`src/rtl/presc_pkg.sv`:
```
package presc_pkg;
  // width of the trim magnitude field in the control byte
  localparam int unsigned TRIM_W = 5;

  // control byte layout: level, test select, direction, magnitude
  typedef struct packed {
    logic              pin_level;
    logic              test_sel;
    logic              trim_fast;
    logic [TRIM_W-1:0] trim_mag;
  } trim_ctrl_t;
endpackage

```
`src/rtl/presc_tap_div.sv`:
```
// Square-wave stage: inverts after HALF counted ticks.
module presc_tap_div #(
  parameter int unsigned HALF = 32
) (
  input  logic clk,
  input  logic rst_n,
  input  logic step,
  output logic wave
);
  localparam int unsigned W = (HALF > 1) ? $clog2(HALF) : 1;
  localparam logic [W-1:0] LAST = W'(HALF - 1);

  logic [W-1:0] cnt;

  always_ff @(posedge clk) begin
    if (!rst_n) begin
      cnt  <= '0;
      wave <= 1'b0;
    end else if (step) begin
      if (cnt == LAST) begin
        cnt  <= '0;
        wave <= ~wave;
      end else begin
        cnt <= cnt + 1'b1;
      end
    end
  end
endmodule

```
`src/rtl/presc_sec_div.sv`:
```
// Second counter: wraps after `period` counted ticks, pulses once per wrap.
module presc_sec_div #(
  parameter int unsigned CNT_W = 16
) (
  input  logic             clk,
  input  logic             rst_n,
  input  logic             step,
  input  logic [CNT_W-1:0] period,
  output logic             wrap,
  output logic             tick
);
  logic [CNT_W-1:0] cnt;

  // >= so that a shorter period chosen mid-second still ends it at once
  assign wrap = step && (cnt >= (period - CNT_W'(1)));

  always_ff @(posedge clk) begin
    if (!rst_n) begin
      cnt  <= '0;
      tick <= 1'b0;
    end else begin
      tick <= wrap;
      if (wrap)      cnt <= '0;
      else if (step) cnt <= cnt + 1'b1;
    end
  end
endmodule

```
`src/rtl/presc_cal_window.sv`:
```
// Tracks the position inside the trim window and picks the current period.
module presc_cal_window
  import presc_pkg::*;
#(
  parameter int unsigned IN_HZ    = 32768,
  parameter int unsigned WINDOW_S = 64,
  parameter int unsigned CAL_STEP = 2,
  parameter int unsigned CNT_W    = 16
) (
  input  logic              clk,
  input  logic              rst_n,
  input  logic              wrap,
  input  logic              trim_fast,
  input  logic [TRIM_W-1:0] trim_mag,
  output logic [CNT_W-1:0]  period
);
  localparam logic [CNT_W-1:0] BASE = CNT_W'(IN_HZ);
  localparam logic [CNT_W-1:0] STEP = CNT_W'(CAL_STEP);

  logic             last_sec;
  logic [CNT_W-1:0] shift;

  generate
    if (WINDOW_S > 1) begin : g_window
      localparam int unsigned WIN_W = $clog2(WINDOW_S);
      localparam logic [WIN_W-1:0] WIN_LAST = WIN_W'(WINDOW_S - 1);
      logic [WIN_W-1:0] win_idx;

      always_ff @(posedge clk) begin
        if (!rst_n)         win_idx <= '0;
        else if (wrap)      win_idx <= (win_idx == WIN_LAST) ? '0 : win_idx + 1'b1;
      end
      assign last_sec = (win_idx == WIN_LAST);
    end else begin : g_every
      // one-second window: every second is trimmed
      assign last_sec = 1'b1;
    end
  endgenerate

  assign shift = STEP * CNT_W'(trim_mag);

  always_comb begin
    if (!last_sec)      period = BASE;
    else if (trim_fast) period = BASE - shift;
    else                period = BASE + shift;
  end
endmodule

```
`src/rtl/rtc_prescaler.sv`:
```
// Top: calibrated 1 Hz prescaler with square-wave test pin.
module rtc_prescaler
  import presc_pkg::*;
#(
  parameter int unsigned IN_HZ    = 32768,
  parameter int unsigned TAP_HZ   = 512,
  parameter int unsigned WINDOW_S = 64,
  parameter int unsigned CAL_STEP = 2
) (
  input  logic       clk,
  input  logic       rst_n,
  input  logic       osc_tick,
  input  logic       osc_halt,
  input  logic [7:0] trim_ctrl,
  output logic       sec_pulse,
  output logic       aux_pin
);
  localparam int unsigned MAX_MAG = (1 << TRIM_W) - 1;
  localparam int unsigned HALF    = IN_HZ / (2 * TAP_HZ);
  localparam int unsigned CNT_W   = $clog2(IN_HZ + CAL_STEP * MAX_MAG + 1);

  trim_ctrl_t       ctrl;
  logic             step;
  logic             tap_wave;
  logic             sec_wrap;
  logic [CNT_W-1:0] period;

  assign ctrl = trim_ctrl_t'(trim_ctrl);
  assign step = osc_tick & ~osc_halt;

  presc_tap_div #(.HALF(HALF)) tap_i (
    .clk   (clk),
    .rst_n (rst_n),
    .step  (step),
    .wave  (tap_wave)
  );

  presc_cal_window #(
    .IN_HZ    (IN_HZ),
    .WINDOW_S (WINDOW_S),
    .CAL_STEP (CAL_STEP),
    .CNT_W    (CNT_W)
  ) win_i (
    .clk       (clk),
    .rst_n     (rst_n),
    .wrap      (sec_wrap),
    .trim_fast (ctrl.trim_fast),
    .trim_mag  (ctrl.trim_mag),
    .period    (period)
  );

  presc_sec_div #(.CNT_W(CNT_W)) sec_i (
    .clk    (clk),
    .rst_n  (rst_n),
    .step   (step),
    .period (period),
    .wrap   (sec_wrap),
    .tick   (sec_pulse)
  );

  assign aux_pin = ctrl.test_sel ? tap_wave : ctrl.pin_level;
endmodule

```
`config.mk`:
```
export PLATFORM = sky130hd
export DESIGN_NAME = rtc_prescaler
export DESIGN_NICKNAME = d
export VERILOG_FILES = /design/src/rtl/presc_pkg.sv /design/src/rtl/presc_tap_div.sv /design/src/rtl/presc_sec_div.sv /design/src/rtl/presc_cal_window.sv /design/src/rtl/rtc_prescaler.sv
export SDC_FILE = /design/constraint.sdc
export NUM_CORES = 1
export LEC_CHECK = 0
export ABC_AREA = 0
export ABC_CLOCK_PERIOD_IN_PS = 5400
export BUFFER_PORTS_ARGS = -buffer_cell sky130_fd_sc_hd__buf_2
export CAP_MARGIN = 25
export CELL_PAD_IN_SITES_DETAIL_PLACEMENT = 1
export CELL_PAD_IN_SITES_GLOBAL_PLACEMENT = 2
export CORE_MARGIN = 2
export CORE_UTILIZATION = 40
export CTS_CLUSTER_SIZE = 40
export DETAILED_ROUTE_END_ITERATION = 10
export PLACE_DENSITY_LB_ADDON = 0.25
export SLEW_MARGIN = 15
export SYNTH_ARGS = -nofsm -noshare
export SYNTH_HDL_FRONTEND = slang
export SYNTH_SLANG_ARGS = --single-unit
```
`constraint.sdc`:
```
create_clock -name clk -period 5.4 [get_ports clk]
set_input_delay 0.54 -clock clk [delete_from_list [all_inputs] [get_ports clk]]
set_output_delay 0.54 -clock clk [all_outputs]
set_load 0.05 [all_outputs]
```
Word-level counts from Yosys, hierarchy flattened
Cells that the tools add are included.
- mux-type cells: 5
- bitwise gates (word level): 4
- equality and inequality tests: 2
- reduce and logical (&&, ||, !) cells: 3
- add/sub/neg operators: 6
- magnitude comparators: 1
- operators by type and width (cell ; count):
    2-to-1 mux 16 bit ; 2
    adder 16 x 1 -> 16 bit (second input constant) ; 1
    adder 16 x 6 -> 16 bit (first input constant) ; 1
    >= comparator 16 bit ; 1
    subtractor 16 x 1 -> 16 bit (second input constant) ; 1
    subtractor 16 x 6 -> 16 bit (first input constant) ; 1
    adder 6 x 1 -> 6 bit (second input constant) ; 1
    == test 6 bit (second input constant) ; 1
    2-to-1 mux 6 bit ; 1
    adder 5 x 1 -> 5 bit (second input constant) ; 1
    == test 5 bit (second input constant) ; 1
    2-to-1 mux 5 bit ; 1
    NOT 1 bit ; 3
    AND reduction 2 bit ; 1
    OR reduction 2 bit ; 1
    AND 1 bit ; 1
    logical AND 1 bit ; 1
    2-to-1 mux 1 bit ; 1
- output and inout port bits: 2
- register bits: 29

Logic depth before layout (Yosys ltp)
- depth in word-level cells: 7
- gate-level depth with buffers: 16
- depth with buffers taken out: 15

Modules after synthesis
A second synthesis with hierarchy kept.
- cell total of the unflattened synthesis: 255
- area total of the unflattened synthesis: 2144.6 um^2
- modules (own cells, without submodules) (module ; instances ; sequential area each (um^2) ; area each (um^2) ; cells an instance):
    presc_sec_div ; 1 ; 340.3 ; 1321.3 ; 159
    presc_cal_window ; 1 ; 120.1 ; 508.0 ; 64
    presc_tap_div ; 1 ; 120.1 ; 294.0 ; 30
    rtc_prescaler ; 1 ; 0.0 ; 21.3 ; 2

Worst setup path after synthesis
No wires, ideal clock.
- path type: input to register
- start point: input port trim_ctrl[0]
- end point: register win_i.g_window.win_idx[0]
- stages: 16
- arrival time: 3.241 ns
- buffers on the path: 1
- slack: 2.087 ns
- path through: inv_1 > ha_1 > mux2_2 > nand2_1 > ha_1 > o21a_1 > a31oi_1 > nor3_4 > a21o_1 > ha_1 > nand4_1 > nor4_1 > a221oi_2 > a21oi_2 > buf_6 > mux2i_1
- word-level cells in the longest chain between the ends: 6
- ends and longest elaborated chain (item ; line ; text):
    start: declaration ; rtc_prescaler.sv:14 ; input logic [7:0] trim_ctrl,
    adder 16 x 6 -> 16 bit / subtractor 16 x 6 -> 16 bit (equally long branches) ; presc_cal_window.sv:45, presc_cal_window.sv:44 ;
    2-to-1 mux 16 bit (*) ; presc_cal_window.sv:44 ; else if (trim_fast) period = BASE - shift;
    2-to-1 mux 16 bit (*) ; presc_cal_window.sv:43 ; if (!last_sec) period = BASE;
    subtractor 16 x 1 -> 16 bit (*) ; presc_sec_div.sv:15 ; assign wrap = step && (cnt >= (period - CNT_W'(1)));
    >= comparator 16 bit (*) ; presc_sec_div.sv:15 ;
    logical AND 1 bit (*) ; presc_sec_div.sv:15 ;
    end signal: assignment ; presc_cal_window.sv:31 ; else if (wrap) win_idx <= (win_idx == WIN_LAST) ? '0 : win_idx + 1'b1;
    end: declaration ; presc_cal_window.sv:27 ; logic [WIN_W-1:0] win_idx;
Every way passes the cells marked *; elsewhere a longest branch is shown, timed or not.
A chain may end at the register's enable or synchronous reset.

Worst setup path in the final report
- start point: register win_i.g_window.win_idx[0]
- end point: register win_i.g_window.win_idx[1]
- word-level cells in the longest chain between the ends: 5
- ends and longest elaborated chain (item ; line):
    == test 6 bit ; presc_cal_window.sv:31, presc_cal_window.sv:33
    2-to-1 mux 16 bit ; presc_cal_window.sv:43
    subtractor 16 x 1 -> 16 bit ; presc_sec_div.sv:15
    >= comparator 16 bit ; presc_sec_div.sv:15
    logical AND 1 bit ; presc_sec_div.sv:15
Parallel ways exist; a longest one is shown, timed or not.

==> impl_metrics.yaml <==
outcome:
  outcome: "completed"
timing:
  min_period_ns: 3.83
  slew_violations: 0
  setup_viol: 0
  rsz0062_at_grt: "no"
  slew_headroom_pct: 62.5
  fmax_mhz: 261
  finalCritPeriodShare_pct: 71.0
  tns_ns: 0
  worst_pin_slew_ns: 0.563
  fin_skew_ns: 0.00667
  hold_viol: 0
yosys:
  yosys_most_used_dff: "dfxtp_1"
  yosysTopAreaCell: "dfxtp_1"
  avgSynthCellArea_um2: 8.59
  syn_nets: 279
  netlist.area_leader.share_pct: 27.6
  synth.yosys.seq_area_share_pct: 27.6
  synth_area_leaders: "dfxtp_1 (28%), ha_1 (13%), xnor2_1 (5.8%)"
  synth_common_cells: "dfxtp_1 (29), nand2_1 (27), ha_1 (22)"
  synth_area_um2: 2110
  async_reset_ff_share_pct: 0
  ys_seq_elements: 29
  synth_edf_count: 0
  synth.distinct_cells: 49
  synth.most_common_cell: "dfxtp_1"
  synthCells: 245
  synth_warnings: 0
cts:
  cts_buffers: 5
  clock_path_buffers: 2
  cts_root_buf: "clkbuf_8"
  cts_resized: 0
  ctsHtreeMaxLevel: 2
  insertion_delay_ns: 0.28
  cts_hold_buffers: 0
  clock-sinks: 29
  cts_setup_buffers: 0
  clk_pin_slew_ns: 0.06
  cts_tree: "done"
floorplan:
  boundaryPins: 14
  initial_core_util_pct: 41.2
  rows: 26
  die_h_um: 76.6
  die_area_um2: 5860
  core_area_um2: 5110
  fp.dieW_um: 76.6
pwr:
  p_switching_w: 0.000105
  pwr-share-comb_pct: 7.3
  leakage_nw: 0.906
  p_int_w: 0.000330
  peakVddDrop_uv: 100
  p_sw_share_pct: 24.1
  seqPwrFrac_pct: 50.1
  clockPowerShare_pct: 42.6
  power_per_cell_area_nw_per_um2: 188
grt:
  grt_util_met3_pct: 3.67
  use_met2_pct: 29.7
  grt.busiest_layer: "met2"
  track_usage_pct: 18.4
  grt_max_degree: 38
  grt_pass1_vias: 1779
  met1_usage_pct: 24.4
  grt_pass1_wl_um: 8740
  gr-total-overflow: 0
  antenna_found_initial: 0
setup_path:
  required_ns: 5.60
  worst_ep_arrival_time_ns: 4.03
  setup.worst_path.start_class: "flip-flop"
  crit_type: "flip-flop to flip-flop"
  cp_max_fo: 20
  end_kind: "flip-flop"
finish:
  postLayoutCoreUtil_pct: 45.2
  drive_above_1_share_pct: 14.0
  num_antenna_cells: 0
  fill_cells: 633
  nets: 292
  synthToLayoutAreaGrowth_pct: 9.69
routing:
  via_count: 1766
  drt_iter0_drc: 77
  wirelength_um: 4830
  routedWlPerCell_um: 14.7
  drt-pass1-iter-count: 4
  drc: 0
  viasPerCell: 5.38
  postRouteAntennaNets: 0
place:
  port_buffers: 13
  place_congestion: 0.782
  dp_hpwl_um: 3640
hold_path:
  min_path_type: "flip-flop to flip-flop"
run:
  maxCapViolations: 0
layout by cell type, fill, tap and decap left out, types with 6 or more instances in the layout:
cell type | netlist | layout
nor3_1 | 7 | 7
nand4_1 | 8 | 8
nand2_1 | 27 | 27
xor2_1 | 9 | 9
inv_1 | 8 | 8
nand3_1 | 7 | 7
nor3b_1 | 14 | 14
mux2i_1 | 6 | 6
nor2_1 | 15 | 15
a21oi_1 | 18 | 18
dfxtp_1 | 29 | 29
xnor2_1 | 14 | 14
ha_1 | 22 | 22
buf_2 | 1 | 13
clkbuf_8 | 0 | 6
area by class of cell:
type / count / area (µm²) / area share, %
clock buffer: 7 / 86.3 / 3.74
inverter: 8 / 30.0 / 1.30
multi-input combinational: 199 / 1450 / 62.6
sequential: 29 / 581 / 25.1
tap: 70 / 87.6 / 3.79
timing repair buffer: 15 / 80.1 / 3.47
flip-flops by register name, summed over array words and instances (netlist names):
name and count:
sec_i.cnt 16, win_i.g_window.win_idx 6, tap_i.cnt 5, sec_i.tick 1, tap_i.wave 1
critical path: stages (launching register included):
cell and delay, ns:
dfxtp_1 0.37, ha_1 0.21, nand3_1 0.16, nor2_1 0.27
nand2_1 0.14, ha_1 0.24, o21a_1 0.12, a31oi_1 0.31
nor3_4 0.09, a21o_1 0.18, ha_1 0.28, nand4_1 0.15
nor4_1 0.38, a221oi_2 0.17, a21oi_2 0.16, buf_4 0.28
mux2i_1 0.24
routing by layer:
layer,vias up,share of wire [%],routed length [µm]
li1,890,-,-
met1,840,49,2370
met2,29,46,2240
met3,7,3.1,151
met4,0,1.4,70
met5,-,0,0
final timing paths:
path / startpoint / endpoint / slack [ns] / cells after the start
worst max-delay path: win_i.g_window.win_idx[0]$_SDFFE_PN0P_ / win_i.g_window.win_idx[1]$_SDFFE_PN0P_ / 1.57 / 16
worst min-delay path: tap_i.cnt[4]$_SDFFE_PN0P_ / tap_i.cnt[4]$_SDFFE_PN0P_ / 0.49 / 2
worst max register to register: win_i.g_window.win_idx[0]$_SDFFE_PN0P_ / win_i.g_window.win_idx[1]$_SDFFE_PN0P_ / 1.57 / 16
worst min register to register: tap_i.cnt[4]$_SDFFE_PN0P_ / tap_i.cnt[4]$_SDFFE_PN0P_ / 0.49 / 2
kinds of logic after synthesis:
kind of cell,count (synthesis),share of synthesized area (%)
flip-flops,29,27.6
buffers and inverters,17,3.80
AND/OR/NAND/NOR,107,29.7
AO/OA/AOI/OAI,39,12.4
XOR/XNOR,23,9.57
adder cells (fa/ha/maj),22,13.1
multiplexers,8,3.92
metrics by stage:
step | instances | total power (W) | area (µm²) | setup slack, ns | hold slack (ns)
final | 328 | 0.000435 | 2310 | 1.57 | 0.486
after CTS | 328 | 0.000441 | 2310 | 1.54 | 0.484
after floorplan | 245 | 0.000243 | 2110 | 2.09 | 0.447
after global routing | 328 | 0.000455 | 2310 | 1.22 | 0.538
after detailed placement | 321 | 0.000254 | 2220 | 1.47 | 0.475
after global placement | 321 | 0.000254 | 2220 | 1.59 | 0.465
power by group through the flow:
| stage | logic, W | clock network [W] | registers, W |
|---|---|---|---|
| after global placement | 0.0000314 | 0 | 0.000223 |
| after floorplan | 0.0000213 | 0 | 0.000222 |
| after detailed placement | 0.0000319 | 0 | 0.000223 |
| after CTS | 0.0000321 | 0.000192 | 0.000218 |
| final | 0.0000316 | 0.000185 | 0.000218 |
| after global routing | 0.0000358 | 0.000201 | 0.000218 |
Note: power is estimated with default switching activity, not from simulation.
